**src/rtl/vsp_pkg.sv**
```systemverilog
package vsp_pkg;
  localparam logic [7:0] OFS_CTRL   = 8'hA0;
  localparam logic [7:0] OFS_STAT   = 8'hA1;
  localparam logic [7:0] OFS_COLL   = 8'hA2;
  localparam logic [7:0] OFS_BEAM_Y = 8'hA4;
  localparam logic [7:0] OFS_BEAM_X = 8'hA5;

  // horizontal re-base with wrap through the line length
  function automatic logic [7:0] rebase_x(input int h, input int start, input int len);
    int t;
    t = (h < start) ? (h - start + len) : (h - start);
    return 8'(t);
  endfunction

  function automatic logic [7:0] rebase_y(input int v, input int first);
    return 8'(v - first);
  endfunction
endpackage

```
**src/rtl/vsp_beam.sv**
```systemverilog
module vsp_beam
  import vsp_pkg::*;
#(
  parameter int HW        = 9,
  parameter int ACT_START = 16,
  parameter int LINE_LEN  = 228,
  parameter int VIS_FIRST = 24
) (
  input  logic          clk,
  input  logic          rst_n,
  input  logic [HW-1:0] hpos,
  input  logic [HW-1:0] vpos,
  input  logic          cap_x,
  input  logic          cap_y,
  output logic [7:0]    live_x,
  output logic [7:0]    live_y,
  output logic [7:0]    x_q,
  output logic [7:0]    y_q
);
  always_comb begin
    live_x = rebase_x(int'(hpos), ACT_START, LINE_LEN);
    live_y = rebase_y(int'(vpos), VIS_FIRST);
  end

  always_ff @(posedge clk) begin
    if (!rst_n) begin
      x_q <= '0;
      y_q <= '0;
    end else begin
      if (cap_x) x_q <= live_x;
      if (cap_y) y_q <= live_y;
    end
  end
endmodule

```
**src/rtl/vsp_status.sv**
```systemverilog
module vsp_status #(
  parameter int HW           = 9,
  parameter int ACT_END      = 176,
  parameter int HBLANK_DELAY = 18,
  parameter int VIS_FIRST    = 24,
  parameter int VBLANK_START = 264
) (
  input  logic          clk,
  input  logic          rst_n,
  input  logic [HW-1:0] hpos,
  input  logic [HW-1:0] vpos,
  input  logic          frame_end,
  input  logic [7:0]    coll_set,
  input  logic          rd_stat,
  input  logic          rd_coll,
  output logic [7:0]    stat_q,
  output logic [7:0]    coll_q,
  output logic          irq
);
  localparam int HB_POS = ACT_END + HBLANK_DELAY;
  localparam int V_LO   = VIS_FIRST - 1;
  localparam int V_HI   = VBLANK_START - 1;

  logic vbl_q, hbl_q, pend_q, hb_hit;

  assign hb_hit = (int'(hpos) == HB_POS) && (int'(vpos) >= V_LO) && (int'(vpos) < V_HI);

  always_ff @(posedge clk) begin
    if (!rst_n) begin
      vbl_q  <= 1'b0;
      hbl_q  <= 1'b0;
      pend_q <= 1'b0;
      coll_q <= '0;
    end else begin
      // clear by read first, frame end overrides
      if (frame_end) begin
        vbl_q  <= 1'b1;
        pend_q <= 1'b1;
      end else if (rd_stat) begin
        vbl_q  <= 1'b0;
        pend_q <= 1'b0;
      end
      if (hb_hit) hbl_q <= 1'b1;
      coll_q <= (rd_coll ? 8'h00 : coll_q) | coll_set;
    end
  end

  assign stat_q = {4'b0000, vbl_q, 2'b00, hbl_q};
  assign irq    = pend_q;
endmodule

```
**src/rtl/vsp_regs.sv**
```systemverilog
module vsp_regs #(
  parameter int DEPTH = 256,
  parameter int DW    = 8
) (
  input  logic                     clk,
  input  logic                     rst_n,
  input  logic                     we,
  input  logic [$clog2(DEPTH)-1:0] waddr,
  input  logic [DW-1:0]            wdata,
  input  logic [$clog2(DEPTH)-1:0] raddr,
  output logic [DW-1:0]            rdata
);
  logic [DW-1:0] mem [DEPTH];

  always_ff @(posedge clk) begin
    if (!rst_n) begin
      for (int i = 0; i < DEPTH; i++) mem[i] <= '0;
    end else if (we) begin
      mem[waddr] <= wdata;
    end
  end

  assign rdata = mem[raddr];
endmodule

```
**src/rtl/vdc_status_port.sv**
```systemverilog
module vdc_status_port
  import vsp_pkg::*;
#(
  parameter int HW           = 9,
  parameter int LINE_LEN     = 228,
  parameter int ACT_START    = 16,
  parameter int ACT_END      = 176,
  parameter int HBLANK_DELAY = 18,
  parameter int VIS_FIRST    = 24,
  parameter int VBLANK_START = 264,
  parameter int STROBE_BIT   = 1
) (
  input  logic          clk,
  input  logic          rst_n,
  input  logic [HW-1:0] hpos,
  input  logic [HW-1:0] vpos,
  input  logic          frame_end,
  input  logic [7:0]    coll_set,
  input  logic          rd_en,
  input  logic          wr_en,
  input  logic [7:0]    addr,
  input  logic [7:0]    wdata,
  output logic [7:0]    rdata,
  output logic          irq,
  output logic          disp_active
);
  localparam int REG_DEPTH = 256;

  logic       strobe_q;
  logic       rd_stat, rd_coll, rd_y, rd_x, wr_ctrl, cap_x, cap_y, outside;
  logic [7:0] stat_q, coll_q, live_x, live_y, x_q, y_q, file_rd;

  assign rd_stat = rd_en && (addr == OFS_STAT);
  assign rd_coll = rd_en && (addr == OFS_COLL);
  assign rd_y    = rd_en && (addr == OFS_BEAM_Y);
  assign rd_x    = rd_en && (addr == OFS_BEAM_X);
  assign wr_ctrl = wr_en && (addr == OFS_CTRL);

  // capture on falling strobe, or track on live reads
  assign cap_x = (wr_ctrl && strobe_q && !wdata[STROBE_BIT]) || (rd_x && strobe_q);
  assign cap_y = (wr_ctrl && strobe_q && !wdata[STROBE_BIT]) || (rd_y && strobe_q);

  always_ff @(posedge clk) begin
    if (!rst_n)       strobe_q <= 1'b0;
    else if (wr_ctrl) strobe_q <= wdata[STROBE_BIT];
  end

  vsp_beam #(
    .HW(HW), .ACT_START(ACT_START), .LINE_LEN(LINE_LEN), .VIS_FIRST(VIS_FIRST)
  ) u_beam (
    .clk(clk), .rst_n(rst_n), .hpos(hpos), .vpos(vpos),
    .cap_x(cap_x), .cap_y(cap_y),
    .live_x(live_x), .live_y(live_y), .x_q(x_q), .y_q(y_q)
  );

  vsp_status #(
    .HW(HW), .ACT_END(ACT_END), .HBLANK_DELAY(HBLANK_DELAY),
    .VIS_FIRST(VIS_FIRST), .VBLANK_START(VBLANK_START)
  ) u_stat (
    .clk(clk), .rst_n(rst_n), .hpos(hpos), .vpos(vpos),
    .frame_end(frame_end), .coll_set(coll_set),
    .rd_stat(rd_stat), .rd_coll(rd_coll),
    .stat_q(stat_q), .coll_q(coll_q), .irq(irq)
  );

  vsp_regs #(.DEPTH(REG_DEPTH), .DW(8)) u_regs (
    .clk(clk), .rst_n(rst_n), .we(wr_en), .waddr(addr), .wdata(wdata),
    .raddr(addr), .rdata(file_rd)
  );

  assign outside = (int'(hpos) < ACT_START) || (int'(hpos) > ACT_END);

  always_comb begin
    unique case (addr)
      OFS_STAT:   rdata = stat_q | {7'b0, outside};
      OFS_COLL:   rdata = coll_q;
      OFS_BEAM_Y: rdata = strobe_q ? live_y : y_q;
      OFS_BEAM_X: rdata = strobe_q ? live_x : x_q;
      default:    rdata = file_rd;
    endcase
  end

  assign disp_active = (int'(vpos) > VIS_FIRST) && (int'(vpos) < VBLANK_START) &&
                       (int'(hpos) >= ACT_START) && (int'(hpos) < ACT_END);
endmodule

```
**config.mk**
```make
export PLATFORM = sky130hd
export DESIGN_NAME = vdc_status_port
export DESIGN_NICKNAME = d
export VERILOG_FILES = /design/src/rtl/vsp_pkg.sv /design/src/rtl/vsp_beam.sv /design/src/rtl/vsp_status.sv /design/src/rtl/vsp_regs.sv /design/src/rtl/vdc_status_port.sv
export SDC_FILE = /design/constraint.sdc
export NUM_CORES = 2
export LEC_CHECK = 0
export ABC_AREA = 1
export ABC_CLOCK_PERIOD_IN_PS = 5680
export BUFFER_PORTS_ARGS = -buffer_cell sky130_fd_sc_hd__buf_2
export CAP_MARGIN = 20
export CORE_ASPECT_RATIO = 0.7
export CORE_MARGIN = 2
export CORE_UTILIZATION = 40
export DETAILED_ROUTE_END_ITERATION = 10
export SLEW_MARGIN = 20
export SYNTH_ARGS = -nofsm -noshare
export SYNTH_HDL_FRONTEND = slang
export SYNTH_HIERARCHICAL = 1
export SYNTH_SLANG_ARGS = --single-unit
```
**constraint.sdc**
```tcl
create_clock -name clk -period 5.68 [get_ports clk]
set_input_delay 1.136 -clock clk [delete_from_list [all_inputs] [get_ports clk]]
set_output_delay 1.136 -clock clk [all_outputs]
set_load 0.05 [all_outputs]
```
==> metrics.csv <==
stage,metric,value,unit
routing,ant_nets,0,
synth,async_flop_share,0,%
placement,placed_cells,12600,
clock_network,insertion_delay,0.85,ns
clock_network,cts.path.max_buffers,4,
clock_network,root_buffer,clkbuf_16,
synth,synth_top_cell_area_share,64.8,%
clock_network,post-cts-setup-buffers,0,
layout,fin_cells,13000,
clock_network,h-tree-depth,4,
placement,place.gp.congestion,0.906,
global_route,grt_pass1_vias,68300,
pwr,pwr_density_cell,325,nW/µm²
global_route,grt_use_met3,5.26,%
timing,rsz0062_at_grt,no,
flow_run,max_cap_violations,0,
synth,ys_warn_count,6,
routing,vias,73700,
clock_network,cts_resized,0,
routing,post_drt_wl_per_cell,23.2,µm
run_status,status,"complete, no violations",
placement,port_buffers,56,
pwr,vdd_drop_max,0.235,mV
layout,final.fill_count,22400,
routing,firstDrtPassIters,7,
floorplan,io_pins,57,
synth,synth_seq_area_share,65.3,%
clock_network,cts_tree,done,
routing,avgViaCountPerCell,5.69,
timing,fin_skew,0.0144,ns
critical_path,crit_type,in -> out,
global_route,grt_max_degree,131,
layout,regArea,62000,µm²
global_route,use_met2,36.1,%
floorplan,start_util,40.3,%
floorplan,die_h,412,µm
layout,num-nets-final,9683,
routing,drcViolationCount,0,
synth,synth_area_leaders,"edfxtp_1 (65%), nand2_1 (11%), nand3_1 (11%)",
timing,max_freq,178,MHz
critical_path,arrival,4.49,ns
timing,final_max_slew_viol_count,0,
critical_path,cp-start-kind,primary input,
synth,synth_top_area_cell,edfxtp_1,
critical_path,cp.required,4.54,ns
layout,multiInputGateArea,29400,µm²
pwr,p_leak,39.9,nW
synth,syn_inst,9938,
synth,synth.distinct_cells,36,
timing,fin_ws,0.0535,ns
min_path,hp-class,reg -> reg,
layout,drive_gt1_share,6.01,%
global_route,grt-busiest-layer,met2,
synth,syn-mean-instance-area,9.55,µm²
clock_network,hold_buffers,0,
global_route,grt_util_all_layers,24.4,%
floorplan,rows,149,
layout,area_growth,10.2,%
timing,worst_pin_slew,1.08,ns
global_route,gr-total-overflow,0,
timing,fin_tns_setup,0,ns
placement,dp_hpwl,180000,µm
timing,relSlewSlack,28.2,%
clock_network,clkTransAtPathRegs,0.06,ns
timing,fin_crit,5.63,ns
floorplan,dieArea,241000,µm²
synth,synth_ff_type,edfxtp_1,
timing,period_share,99.1,%
synth,netlist_area,94900,µm²
timing,finalSetupViolCount,0,
synth,synth_edf_count,2048,
routing,routed_wl,300000,µm
floorplan,core_area,236000,µm²
timing,finalHoldViolCount,0,
floorplan,dieWidth,586,µm
synth,synth-seq-cells,2075,
clock_network,cts.sinks,2075,
global_route,use_met1,36.0,%
global_route,grt_pass1_wl,444000,µm
routing,drt_iter0_markers,10800,
global_route,antenna_found_initial,8,
clock_network,numCtsBuffers,199,
critical_path,critical_path.max_fanout,71,
placement,dp_slack,0.0977,ns
critical_path,worstSetupEndpointType,output pin,
flip-flops by register name (all words and copies together) (netlist names):
signal         flops
strobe_q           1
u_regs/mem      2048
u_beam/x_q         8
u_stat/hbl_q       1
u_stat/coll_q      8
u_stat/irq         1
u_beam/y_q         8
worst max-delay path: stages:
cell and delay, ns:
buf_8 0.19, inv_16 0.29, buf_16 0.31, nand2_1 0.09, nand3_1 0.08, nand3_1 0.14
nand3_1 0.24, nand3_1 0.29, nand3_1 0.22, nand3_1 0.34, nand2_1 0.25, nand2_1 0.08
nand2_1 0.20, nand3_2 0.09, nand3_1 0.11, buf_2 0.27
cell families after synthesis:
family | count (synthesis) | synth area share (%)
flip-flops | 2075 | 65.3
AO/OA/AOI/OAI | 50 | 0.307
AND/OR/NAND/NOR | 6968 | 30.5
XOR/XNOR | 3 | 0.0277
buffers and inverters | 837 | 3.79
adder cells (fa/ha/maj) | 4 | 0.0527
other | 1 | 0.00395
per-layer routing:
layer,part of all wire (%),vias up
met3,12,441
li1,-,32900
met4,2.6,6
met1,42,36100
met5,0.012,-
met2,43,4216
area by class of cell:
type	count	share of cell area, %
multi-input cells	7031	28.1
clock inverters	103	0.934
inverters	84	0.392
repair buffers	241	2.40
diodes	4	0.00957
well taps	3171	3.79
clock buffers	249	5.05
flip-flops and latches	2075	59.3
power breakdown:
group / total (mW) / internal [mW] / leakage, nW / switching, mW
Clock: 13.3 / 7.43 / 3.06 / 5.84
Sequential: 17.8 / 17.5 / 19.7 / 0.236
Combinational: 2.95 / 0.679 / 17.2 / 2.27
cell usage after synthesis, drive strengths merged, types with 2 or more instances:
cell and count:
xor2 2, nor2 2164, edfxtp 2048, clkbuf 390, nand3 2037, nor3 24, inv 83, a21oi 14
dfxtp 27, nand4 3, nand2 2739, o21ai 25, buf 363, a21boi 7, ha 4
stage by stage:
| stage | hold slack (ns) | power (mW) | util [%] | area (µm²) |
|---|---|---|---|---|
| after floorplan | 0.441 | 19.8 | - | 95000 |
| after global placement | 0.451 | 20.9 | 41.7 | 98300 |
| after detailed placement | 0.455 | 21.0 | 41.7 | 98300 |
| after CTS | 0.451 | 34.1 | 44.4 | 105000 |
| after global routing | 0.480 | 35.0 | 44.4 | 105000 |
| final | 0.469 | 34.0 | 44.4 | 105000 |
cells in the final DEF, fill, tap and decap left out, types with 6 or more instances in the layout:
cell,count
nor3_4,8
nand2_1,2732
inv_2,20
clkinv_1,46
clkbuf_16,204
inv_8,11
clkbuf_1,44
conb_1,6
clkinv_2,29
nor2_2,11
inv_1,51
edfxtp_1,2048
bufinv_16,19
buf_4,123
dfxtp_1,27
a21oi_1,13
nand3_1,2032
buf_12,62
buf_2,50
o21ai_0,20
nor3_2,12
a21boi_0,7
nor2_1,2147
worst paths after layout:
kind | slack [ns] | depth (start not counted) | to | from
min reg2reg | 0.47 | 2 | u_stat/hbl_q | u_stat/hbl_q
min | 0.47 | 2 | u_stat/hbl_q | u_stat/hbl_q
max reg2reg | 3.19 | 5 | u_beam/x_q[3] | strobe_q
max | 0.05 | 16 | rdata[0] | addr[0]
Note: power is estimated with default switching activity, not from simulation.
